**config.mk**
```make
export PLATFORM = sky130hd
export DESIGN_NAME = selftest_seq
export DESIGN_NICKNAME = d
export VERILOG_FILES = /design/src/rtl/selftest_seq.sv
export SDC_FILE = /design/constraint.sdc
export NUM_CORES = 1
export LEC_CHECK = 0
export BUFFER_PORTS_ARGS = -buffer_cell sky130_fd_sc_hd__buf_4
export CORE_ASPECT_RATIO = 0.6
export CORE_MARGIN = 5
export CORE_UTILIZATION = 25
export CTS_BUF_LIST = sky130_fd_sc_hd__clkbuf_2
export CTS_CLUSTER_DIAMETER = 50
export DETAILED_ROUTE_END_ITERATION = 12
export PLACE_DENSITY_LB_ADDON = 0.25
export SYNTH_ARGS = -nofsm -noshare
export SYNTH_HDL_FRONTEND = slang
export SYNTH_SLANG_ARGS = --single-unit
```
**constraint.sdc**
```tcl
create_clock -name clk -period 4.9 [get_ports clk]
set_input_delay 0.98 -clock clk [delete_from_list [all_inputs] [get_ports clk]]
set_output_delay 0.98 -clock clk [all_outputs]
set_load 0.01 [all_outputs]
```
**src/rtl/selftest_seq.sv**
```systemverilog
module selftest_seq #(
  parameter int N_ENG = 4,
  parameter int TMO   = 16,
  localparam int CW = $clog2(TMO + 1),
  localparam int IW = (N_ENG > 1) ? $clog2(N_ENG) : 1
) (
  input  logic             clk,
  input  logic             rst_n,
  input  logic             ret_rst_n,
  input  logic             start,
  output logic [N_ENG-1:0] eng_start,
  input  logic [N_ENG-1:0] eng_done,
  input  logic [N_ENG-1:0] eng_fail,
  input  logic             reg_we,
  input  logic [1:0]       reg_addr,
  input  logic [N_ENG-1:0] reg_wdata,
  output logic [N_ENG-1:0] reg_rdata,
  output logic             busy,
  output logic             rst_req,
  output logic             flt_rec
);
  logic [N_ENG-1:0] cfg_q, err_q, err_d, strb_q, hit;
  logic [IW-1:0]    idx_q;
  logic [CW-1:0]    cnt_q;
  logic             busy_q, rq_q;

  wire done_now = busy_q && eng_done[idx_q];
  wire tmo_now  = busy_q && !eng_done[idx_q] && (cnt_q == CW'(TMO - 1));
  wire step     = done_now || tmo_now;
  wire last     = (idx_q == IW'(N_ENG - 1));
  wire wr_cfg   = reg_we && (reg_addr == 2'd0);
  wire wr_clr   = reg_we && (reg_addr == 2'd1);
  wire wr_inj   = reg_we && (reg_addr == 2'd2);

  always_comb begin
    hit = '0;
    if (step) hit[idx_q] = tmo_now | eng_fail[idx_q];
    err_d = (err_q & ~(wr_clr ? reg_wdata : '0)) | (wr_inj ? reg_wdata : '0) | hit;
  end

  always_ff @(posedge clk or negedge ret_rst_n)
    if (!ret_rst_n) err_q <= '0;
    else            err_q <= err_d;

  always_ff @(posedge clk or negedge rst_n) begin
    if (!rst_n) begin
      cfg_q  <= '0;
      strb_q <= '0;
      idx_q  <= '0;
      cnt_q  <= '0;
      busy_q <= 1'b0;
      rq_q   <= 1'b0;
    end else begin
      strb_q <= '0;
      rq_q   <= 1'b0;
      if (wr_cfg) cfg_q <= reg_wdata;
      if (!busy_q) begin
        if (start) begin
          busy_q <= 1'b1;
          idx_q  <= '0;
          cnt_q  <= '0;
          strb_q <= N_ENG'(1);
        end else if (wr_inj) begin
          rq_q <= |(reg_wdata & cfg_q);
        end
      end else if (step) begin
        cnt_q <= '0;
        if (last) begin
          busy_q <= 1'b0;
          rq_q   <= |(err_d & cfg_q);
        end else begin
          idx_q  <= idx_q + 1'b1;
          strb_q <= N_ENG'(1) << (idx_q + 1'b1);
        end
      end else begin
        cnt_q <= cnt_q + 1'b1;
      end
    end
  end

  always_comb begin
    case (reg_addr)
      2'd0:    reg_rdata = cfg_q;
      2'd3:    reg_rdata = N_ENG'(busy_q);
      default: reg_rdata = err_q;
    endcase
  end

  assign eng_start = strb_q;
  assign busy      = busy_q;
  assign rst_req   = rq_q;
  assign flt_rec   = !busy_q && |(err_q & ~cfg_q);
endmodule


```
==> impl_metrics.tcl <==
set metrics [dict create \
    cpPeakStageDelay_ps 360 \
    start_util 0.266 \
    cp_top_family "adder cells" \
    fmax_mhz 339 \
    min_period_over_period 0.602 \
    leakagePower_nw 0.767 \
    syn2layout_area_growth_pct 25.0 \
    final_area_um2 1560 \
    diodes 0 \
    gp_congestion 0.763 \
    yosys.area.top_type "dfrtp_1" \
    dp_hpwl_um 2350 \
    design.core.area_um2 4710 \
    synth_top_flop_cell "dfrtp_1" \
    drv_cap 0 \
    io_pins 30 \
    first_pass_iters 5 \
    nFillCells 469 \
    layout_min_cycle_time_ps 2950 \
    cts_made_buffers 3 \
    tns_ps 0 \
    drt-initial-drc-count 146 \
    final_util 0.332 \
    htree_levels 1 \
    avgRoutedWirePerCell_um 13.6 \
    power.density_nw_per_um2 479 \
    post_cts_buffers 0 \
    numClockSinks 21 \
    syn_inst 121 \
    vdd_drop_max_mv 0.103 \
    rsz0062_at_grt "no" \
    slew_violations 0 \
    ant_nets 0 \
    synth-xor-area-share 0 \
    synth_warnings 0 \
    synthSimpleGateAreaFrac 0.163 \
    path_cells "buf_4 > inv_1 > ha_1 > nor2b_1 > a22o_1 > buf_4" \
    fin_skew_ps 6.07 \
    fp.dieH_um 64.8 \
    track_usage 0.0915 \
    grt_max_degree 18 \
    syn_nets 151 \
    arrival_ps 1970 \
    worstSetupStartpointType "primary input" \
    syn_avg_cell_area_um2 10.3 \
    dp_slack_ps 1950 \
    yosys-top-cells-count "dfrtp_1, inv_1, ha_1" \
    worstMarginPinSlew_ps 409 \
    yosys-top-cells-area "dfrtp_1, ha_1, a22oi_1" \
    dr_total_vias 1046 \
    worstPathRequired_ps 3920 \
    max_slew_margin 0.726 \
    final_nets 184 \
    crit_top_cell "buf_4" \
    vias_per_cell 4.84 \
    synth_top_family_by_area "compound AO/OA/AOI/OAI gates" \
    post-place-cells 212 \
    fin_cells 216 \
    synth_most_common_cell "dfrtp_1" \
    crit_type "primary input to output port" \
    rows 19 \
    synth_edf_count 0 \
    io_buffer_count 29 \
    crit_slowest_cell "ha_1" \
    finalHoldViolCount 0 \
    hold_buffers 0 \
    cts_tree "done" \
    grt_pass1_vias 964 \
    drive_gt1_frac 0.281 \
    cts-root-buf "clkbuf_2" \
    synthDistinctLibCells 29 \
    placed_cell_area_um2 1540 \
    worst_hold_path_type "primary input to async pin" \
    die_area_um2 6570 \
    insertion_delay_ps 320 \
    grt_pass1_wl_um 4700 \
    ys_seq_area_frac 0.420 \
    drcViolationCount 0 \
    async_flop_share 1.00 \
    cts_resized 0 \
    worstPathMaxFanout 6 \
    status "finished clean" \
    wl_um 2930 \
    clockBufferDepth 2 \
    synth_area_um2 1250 \
    layout_setup_ws_ps 1950 \
    synth_mux_area_frac 0.0880 \
    end_kind "output port" \
    die_w_um 101 \
    synth_fa_ha_area_frac 0.110 \
    overflow 0 \
    yosys.area.top_type_share 0.420 \
    worst-path-buf-inv 3 \
    finalSetupViolations 0 \
    path_clk_slew_ps 190 \
    synth-seq-cells 21 \
    antenna_found_initial 0 \
    synth_compound_area_frac 0.180 \
]
power by group:
group / total [mW] / internal, mW / switching [mW] / leakage, nW
clock: 0.0703 / 0.0185 / 0.0518 / 0.0164
combinational: 0.370 / 0.194 / 0.176 / 0.493
sequential: 0.309 / 0.235 / 0.0737 / 0.257
total: 0.749 / 0.448 / 0.301 / 0.767
cell usage in the layout, fill, tap and decap left out:
cell type,Yosys,routed
nand2_1,10,10
and3_1,6,6
or3_1,1,1
nand2b_1,4,4
mux2_2,4,4
and2_4,1,1
and2_1,3,3
a31oi_1,2,2
mux4_2,2,2
buf_4,0,29
o221a_2,1,1
or3_4,1,1
inv_1,12,12
nor3_1,1,1
o22ai_1,1,1
nor2_1,3,3
a41oi_1,1,1
a221o_1,4,4
clkbuf_2,0,3
ha_1,11,11
a22oi_1,6,6
nor2b_1,2,2
a221oi_1,1,1
o21a_2,1,1
nand3_1,6,6
o21ai_0,4,4
dfrtp_1,21,21
a22o_1,5,5
mux2i_1,2,2
clkinv_2,0,1
a21oi_1,4,4
state kept, by name, summed over array words and instances (netlist names):
name       flops
err_q          4
cnt_q          5
eng_start      4
rst_req        1
idx_q          2
cfg_q          4
busy           1
per-stage QoR:
stage	hold slack, ps	power, mW
2_1_floorplan	450	0.540
3_3_place_gp	469	0.683
3_5_place_dp	471	0.686
4_1_cts	391	0.755
5_1_grt	347	0.815
6_report	403	0.749
kinds of logic (layout without fill, tap and decap cells):
logic type / count (synthesis) / in the layout
AO/OA/AOI/OAI: 30 / 30
flip-flops: 21 / 21
AND/OR/NAND/NOR: 38 / 38
buffers and inverters: 13 / 45
adder cells (fa/ha/maj): 11 / 11
multiplexers: 8 / 8
worst paths after layout:
| check | from | end | slack [ps] | cells past startpoint |
|---|---|---|---|---|
| min in group clk | cnt_q[4]$_DFFE_PN0P_ | cnt_q[4]$_DFFE_PN0P_ | 510 | 2 |
| setup / recovery | reg_addr[0] | reg_rdata[3] | 1950 | 6 |
| max in group asynchronous | rst_n | busy$_DFF_PN0_ | 4230 | 1 |
| hold reg to reg | cnt_q[4]$_DFFE_PN0P_ | cnt_q[4]$_DFFE_PN0P_ | 510 | 2 |
| hold / removal | ret_rst_n | err_q[0]$_DFF_PN0_ | 400 | 1 |
| setup reg to reg | cnt_q[0]$_DFFE_PN0P_ | cnt_q[3]$_DFFE_PN0P_ | 2930 | 6 |
metal layers:
| layer | GRT usage | part of all wire | routed length [um] | vias up |
|---|---|---|---|---|
| li1 | - | - | - | 506 |
| met3 | 0.0300 | 0.070 | 204 | 4 |
| met4 | 0.0232 | 0.011 | 32 | 0 |
| met2 | 0.132 | 0.44 | 1300 | 40 |
| met5 | 0 | 0 | 0 | - |
| met1 | 0.131 | 0.48 | 1400 | 496 |
cell type report:
type | instances | area (um2) | share of cell area
multi-input cells | 87 | 677 | 0.433
flip-flops and latches | 21 | 526 | 0.336
inverters | 12 | 45.0 | 0.0288
repair buffers | 29 | 218 | 0.139
clock inverters | 1 | 5.00 | 0.00320
well taps | 63 | 78.8 | 0.0504
clock buffers | 3 | 15.0 | 0.00960
(Power assumes the default switching activity.)
